<file path="config.mk">
export PLATFORM = sky130hd
export DESIGN_NAME = pbus_clkdiv
export DESIGN_NICKNAME = d
export VERILOG_FILES = /design/src/rtl/pbus_clkdiv_pkg.sv /design/src/rtl/pbus_clkdiv_ctrl.sv /design/src/rtl/pbus_clkdiv_core.sv /design/src/rtl/pbus_clkdiv_readback.sv /design/src/rtl/pbus_clkdiv.sv
export SDC_FILE = /design/constraint.sdc
export NUM_CORES = 1
export LEC_CHECK = 0
export ABC_AREA = 1
export BUFFER_PORTS_ARGS = -buffer_cell sky130_fd_sc_hd__buf_2
export CAP_MARGIN = 20
export CORE_ASPECT_RATIO = 1.5
export CORE_MARGIN = 8
export CORE_UTILIZATION = 43
export DETAILED_ROUTE_END_ITERATION = 10
export HOLD_SLACK_MARGIN = 0.02
export PLACE_DENSITY_LB_ADDON = 0.08
export SYNTH_ARGS = -nofsm -noshare
export SYNTH_HDL_FRONTEND = slang
export SYNTH_SLANG_ARGS = --single-unit
</file>
<file path="constraint.sdc">
create_clock -name clk -period 1.8 [get_ports clk]
set_input_delay 0 -clock clk [delete_from_list [all_inputs] [get_ports clk]]
set_output_delay 0 -clock clk [all_outputs]
set_load 0.02 [all_outputs]
</file>
<file path="src/rtl/pbus_clkdiv_pkg.sv">
package pbus_clkdiv_pkg;
    localparam int REG_W     = 32;
    localparam int DIV_W     = 7;
    localparam int READY_POS = 11;
    localparam int EN_POS    = 15;

    typedef logic [DIV_W-1:0] div_t;

    typedef struct packed {
        logic en;
        logic rdy;
        logic pend;
        div_t act;
        div_t pdiv;
    } ctrl_t;

    typedef struct packed {
        div_t cnt;
        logic out;
    } core_t;

    localparam ctrl_t CTRL_RST = '{en: 1'b0, rdy: 1'b1, pend: 1'b0,
                                   act: '0, pdiv: '0};
    localparam core_t CORE_RST = '{cnt: '0, out: 1'b0};
endpackage

</file>
<file path="src/rtl/pbus_clkdiv_ctrl.sv">
module pbus_clkdiv_ctrl
    import pbus_clkdiv_pkg::*;
(
    input  logic clk,
    input  logic rst_n,
    input  logic wr_en,
    input  logic wr_enable_bit,
    input  div_t wr_div,
    input  logic boundary,
    output logic en,
    output logic ready,
    output div_t act_div
);
    ctrl_t s_q, s_d;

    always_comb begin
        s_d = s_q;
        // a pending divide is taken at the end of the running period
        if (s_q.pend && boundary) begin
            s_d.act  = s_q.pdiv;
            s_d.pend = 1'b0;
            s_d.rdy  = 1'b1;
        end
        if (wr_en) begin
            s_d.en = wr_enable_bit;
            if (s_q.rdy) begin
                s_d.pend = 1'b1;
                s_d.pdiv = wr_div;
                s_d.rdy  = 1'b0;
            end
        end
    end

    always_ff @(posedge clk or negedge rst_n) begin
        if (!rst_n) s_q <= CTRL_RST;
        else        s_q <= s_d;
    end

    assign en      = s_q.en;
    assign ready   = s_q.rdy;
    assign act_div = s_q.act;
endmodule

</file>
<file path="src/rtl/pbus_clkdiv_core.sv">
module pbus_clkdiv_core
    import pbus_clkdiv_pkg::*;
(
    input  logic clk,
    input  logic rst_n,
    input  logic en,
    input  div_t div,
    output logic boundary,
    output logic clk_out
);
    core_t s_q, s_d;

    logic [DIV_W:0] ratio;
    div_t           half;
    logic           high;

    always_comb begin
        ratio    = {1'b0, div} + 1'b1;
        half     = ratio[DIV_W:1];
        high     = (div == '0) || (s_q.cnt < half);
        boundary = !en || (s_q.cnt == div);

        s_d      = s_q;
        s_d.out  = en && high;
        s_d.cnt  = boundary ? '0 : s_q.cnt + 1'b1;
    end

    always_ff @(posedge clk or negedge rst_n) begin
        if (!rst_n) s_q <= CORE_RST;
        else        s_q <= s_d;
    end

    assign clk_out = s_q.out;
endmodule

</file>
<file path="src/rtl/pbus_clkdiv_readback.sv">
module pbus_clkdiv_readback
    import pbus_clkdiv_pkg::*;
(
    input  logic             en,
    input  logic             ready,
    input  div_t             act_div,
    output logic [REG_W-1:0] rd_data
);
    always_comb begin
        rd_data            = '0;
        rd_data[DIV_W-1:0] = act_div;
        rd_data[READY_POS] = ready;
        rd_data[EN_POS]    = en;
    end
endmodule

</file>
<file path="src/rtl/pbus_clkdiv.sv">
module pbus_clkdiv
    import pbus_clkdiv_pkg::*;
(
    input  logic             clk,
    input  logic             rst_n,
    input  logic             wr_en,
    input  logic [REG_W-1:0] wr_data,
    output logic [REG_W-1:0] rd_data,
    output logic             clk_out
);
    logic en;
    logic ready;
    div_t act_div;
    logic boundary;
    logic unused_wr_bits;

    assign unused_wr_bits = ^{wr_data[REG_W-1:EN_POS+1], wr_data[EN_POS-1:DIV_W]};

    pbus_clkdiv_ctrl u_ctrl (
        .clk           (clk),
        .rst_n         (rst_n),
        .wr_en         (wr_en),
        .wr_enable_bit (wr_data[EN_POS]),
        .wr_div        (wr_data[DIV_W-1:0]),
        .boundary      (boundary),
        .en            (en),
        .ready         (ready),
        .act_div       (act_div)
    );

    pbus_clkdiv_core u_core (
        .clk      (clk),
        .rst_n    (rst_n),
        .en       (en),
        .div      (act_div),
        .boundary (boundary),
        .clk_out  (clk_out)
    );

    pbus_clkdiv_readback u_rb (
        .en      (en),
        .ready   (ready),
        .act_div (act_div),
        .rd_data (rd_data)
    );
endmodule

</file>
# After elaboration in Yosys (flattened, before gate mapping)
# Cells that the tools add are included.
# classes
div	0
muxes	4
shifts	0
magnitude_cmp	1
n_bitwise	0
multipliers	0
n_reduce_logical	7
addsub	2
n_eq_ne	1
# op_table
op	count
$mux 9	1
$add 7x1->8 const B	1
$add 7x1->7 const B	1
$eq 7x7->1	1
$logic_not 7->1	1
$lt 7x7->1	1
$mux 7	1
$mux 2	2
$logic_and 1x1->1	2
$logic_or 1x1->1	2
$reduce_and 2->1	1
$logic_not 1->1	1
# word_totals
latchBits	0
mem_count	0
ff_bits	25
rom_bits	0
out_inout_bits	33
input_bits	35
elab_cells	22
ramBits	0

# Longest topological paths before layout
# depth
depth_word	6
mapped_depth	10
ltp_nobuf	10

# By module
# From an unflattened synthesis, not the netlist that was laid out.
# unflattened
hier_cells	215
hier_area_um2	1739.2
# by_module_without_submodules
module	instances	seq_area_each_um2	cells_each	area_each_um2
pbus_clkdiv_ctrl	1	426.7	82	777.0
pbus_clkdiv_core	1	200.2	100	718.2
pbus_clkdiv_readback	1	0.0	33	244.0

# Worst setup path after synthesis
# OpenSTA, ideal clock, no wires.
# synth_path
kind	register -> register
startpoint	register u_ctrl.s_q (netlist bit u_ctrl.act_div[1])
endpoint	register u_core.s_q (netlist bit u_core.clk_out)
n_path_buf	0
stages_incl_launch_ff	11
setup_ns	0.127
arrival_time_ns	1.582
t_required_ns	1.673
setup_slack_ns	0.092
period_less_slack_ns	1.708
path_cell_list	dfrtp_1 ha_1 nand3_1 nor3_1 xor2_1 ha_1 nand2_1 nor2_1 nand2_1 o211ai_1 a21oi_1
# synth_lines
item	line	rtl
start, declared	pbus_clkdiv_ctrl.sv:14	ctrl_t s_q, s_d;
start signal, assigned	pbus_clkdiv_ctrl.sv:35	if (!rst_n) s_q <= CTRL_RST;
start signal, assigned	pbus_clkdiv_ctrl.sv:36	else s_q <= s_d;
end signal, assigned	pbus_clkdiv_core.sv:29	if (!rst_n) s_q <= CORE_RST;
end signal, assigned	pbus_clkdiv_core.sv:30	else s_q <= s_d;
end, declared	pbus_clkdiv_core.sv:11	core_t s_q, s_d;

==> run_results.csv <==
group,metric,value,unit
global_routing,first_global_vias,1237,
status,status,"completed",
placed_design,numPortBuffers,20,
sta,rsz0062_at_grt,"yes",
routing,avgRoutedWirePerCell,11.46,um
global_routing,grt_pass1_wl,5.361,mm
clock_tree,cts_inserted_buffers,3,
clock_tree,root_buffer,"clkbuf_8",
clock_tree,clock_path_buffers,2,
sta,slew_viol_final,0,
sta,clock_skew,6.722,ps
clock_tree,cts.sinks,25,
pwr,p_sw_share,41.41,%
yosys,syn-cell-area,0.001628,sq mm
yosys,syn-instance-count,198,
critical_path,crit_fanout,3,
placed_design,gp_congestion,0.7934,
routing,drc,0,
routing,drt-total-wl,3.185,mm
pwr,power.leakage,0.9986,nW
routing,num_vias,1228,
sta,relSlewSlack,64.10,%
cells_and_area,instances_no_fill,278,
critical_path,cp-start-kind,"flip-flop",
yosys,seq_area_frac_synth,38.51,%
clock_tree,path_clk_slew,90,ps
die,fp.dieArea,0.006051,sq mm
pwr,power_density,1331,mW/mm^2
cells_and_area,layout-drive-gt1-share,24.26,%
pwr,p_seq_share,36.9,%
placed_design,post-place-ws,-79.43,ps
placed_design,post-dp-hpwl,2.612,mm
die,core-area,0.003649,sq mm
die,initial_core_util,44.62,%
cells_and_area,finalNetCount,280,
routing,drtAntennaViolNets,0,
clock_tree,cts_tree,"done",
critical_path,worstPathArrival,1950,ps
yosys,synth-seq-cells,25,
pwr,ir_drop,0.0008370,V
sta,finalSetupTns,0,ps
pwr,power_frac_comb,49.4,%
critical_path,crit_type,"flip-flop to flip-flop",
sta,finalWorstSetupSlack,45.61,ps
sta,max_freq,570.0,MHz
clock_tree,cts_max_level,1,
sta,hold_viol_final,0,
die,die_h,91.36,um
global_routing,gr-usage-all-layers,10.86,%
pwr,power_switching,1.043,mW
global_routing,grt_start_max_net_pins,26,
pwr,power.share.clock,13.7,%
global_routing,grt_overflow,0,
die,die_w,66.24,um
cells_and_area,num_antenna_cells,0,
yosys,synth.distinct_cells,25,
flow_run,drv_cap,0,
global_routing,antenna_found_initial,0,
pwr,power.internal,1.475,mW
sta,setup_violations,0,
die,io_pins,68,
critical_path,cp.required,2000,ps
sta,period_share,97.47,%
yosys,ys_warn_count,0,
routing,drt_iter0_markers,40,
placed_design,dp_cells,259,
clock_tree,insertion_delay,270,ps
sta,tightest_slew,538.6,ps
die,rows,27,
yosys,syn_avg_cell_area,8.221,sq um
min_path,hold_class,"input pin to asynchronous set/reset pin",
routing,via_per_inst,4.417,
routing,first_pass_iters,4,
cells_and_area,syn_to_final_growth,16.22,%
sta,min_period,1754,ps
critical_path,end_kind,"flip-flop",
[power groups by stage]
stage | Clock [mW] | Combinational (mW) | Sequential, mW
global route | 0.381 | 1.39 | 0.958
detailed placement | 0 | 1.18 | 0.945
finish | 0.345 | 1.24 | 0.929
floorplan | 0 | 0.936 | 0.922
global placement | 0 | 1.15 | 0.933
CTS | 0.359 | 1.25 | 0.929
[layer usage]
metal / track usage (%) / up-vias / routed length (um)
met5: 0 / - / 0
met4: 3.757 / 0 / 31
met3: 2.337 / 4 / 242
met2: 19.89 / 31 / 1657
met1: 11.55 / 557 / 1254
li1: - / 636 / -
[metrics by stage]
stage | utilization [%] | cell area [sq um] | hold WS, ps | total power [mW]
after floorplan | - | 1710 | -295.6 | 1.858
after global placement | 46.23 | 1687 | 13.69 | 2.085
after detailed placement | 46.23 | 1687 | 14.31 | 2.128
after CTS | 51.58 | 1882 | 245.3 | 2.536
after global routing | 51.85 | 1892 | 278.7 | 2.724
final | 51.85 | 1892 | 237.1 | 2.518
[cells in the mapped netlist]
cell	number	area, sq um
xor2_1	5	43.79
o21ai_0	1	5.000
ha_1	9	112.6
xnor2_1	1	8.760
dfrtp_1	24	600.6
mux2_2	7	78.83
o21ai_1	1	5.000
nand2_1	53	198.9
conb_1	1	3.750
nand3b_1	1	7.510
nor2_1	10	37.54
clkbuf_1	1	3.750
inv_2	4	15.01
buf_2	1	5.000
dfstp_2	1	26.28
buf_6	1	11.26
nor3_1	5	25.02
o21bai_4	1	18.77
o211ai_1	1	7.510
a21oi_1	5	25.02
buf_4	32	240.2
nand2_2	1	6.260
nand4_1	2	12.51
nand3_1	13	65.06
inv_1	17	63.81
[registers in the layout, summed over array words and instances, names as in the netlist]
signal / flops
u_core.clk_out: 1
u_core.s_q: 7
u_ctrl.act_div: 7
u_ctrl.en: 1
u_ctrl.ready: 1
u_ctrl.s_q: 8
[path summary, 6_finish.rpt]
kind,cells past startpoint,end,start,slack [ps]
setup / recovery,10,u_core.clk_out,u_ctrl.act_div[0],50
hold / removal,2,u_ctrl.act_div[6],rst_n,240
setup reg to reg,10,u_core.clk_out,u_ctrl.act_div[0],50
hold reg to reg,2,u_ctrl.ready,u_ctrl.ready,490
max in group asynchronous,2,u_ctrl.ready,rst_n,1200
min in group clk,3,u_ctrl.s_q[2],wr_data[2],490
[area by class of cell]
class | instances | area (sq um)
Fill cell | 378 | 1757
Multi-Input combinational cell | 139 | 759.5
Sequential cell | 25 | 626.9
Timing Repair Buffer | 46 | 322.8
Inverter | 21 | 78.83
Tap cell | 43 | 53.80
Clock buffer | 3 | 41.29
Clock inverter | 1 | 8.758
[logic make-up (layout without fill, tap and decap cells)]
| family | after synthesis | count (layout) | synth area share, % |
|---|---|---|---|
| xor+xnor | 6 | 6 | 3.228 |
| buf+inv | 56 | 71 | 20.83 |
| flops | 25 | 25 | 38.51 |
| compound gates | 9 | 9 | 3.766 |
| mux | 7 | 7 | 4.843 |
| simple gates | 85 | 85 | 21.68 |
| other cells | 1 | 23 | 0.2304 |
| fa+ha+maj | 9 | 9 | 6.918 |
[layout by cell type, fill, tap and decap left out, types with 5 or more instances in the layout]
master         instances
a21oi_1                5
buf_2                 20
buf_4                 15
conb_1                23
dfrtp_1               24
dlygate4sd3_1         11
ha_1                   8
inv_1                 17
mux2_2                 7
nand2_1               52
nand3_1               12
nor2_1                10
xor2_1                 5
[critical path, stage by stage, from the launching register on]
cell,delay [ps]
dfrtp_1,390
ha_2,200
nand3_2,100
nor3_2,140
xor2_1,180
ha_1,270
nand2_2,90
nor2_1,40
nand2_1,60
o211ai_1,80
a21oi_1,140
[what timing repair did]
action	CTS	global route
pin swaps	0	1
hold buffers	12	0
gates resized for setup	2	2
buffers inserted	2	2
endpoints found under the setup margin	1	5
endpoints found under the hold margin	33	0
Power figures use the tool's default switching activity.
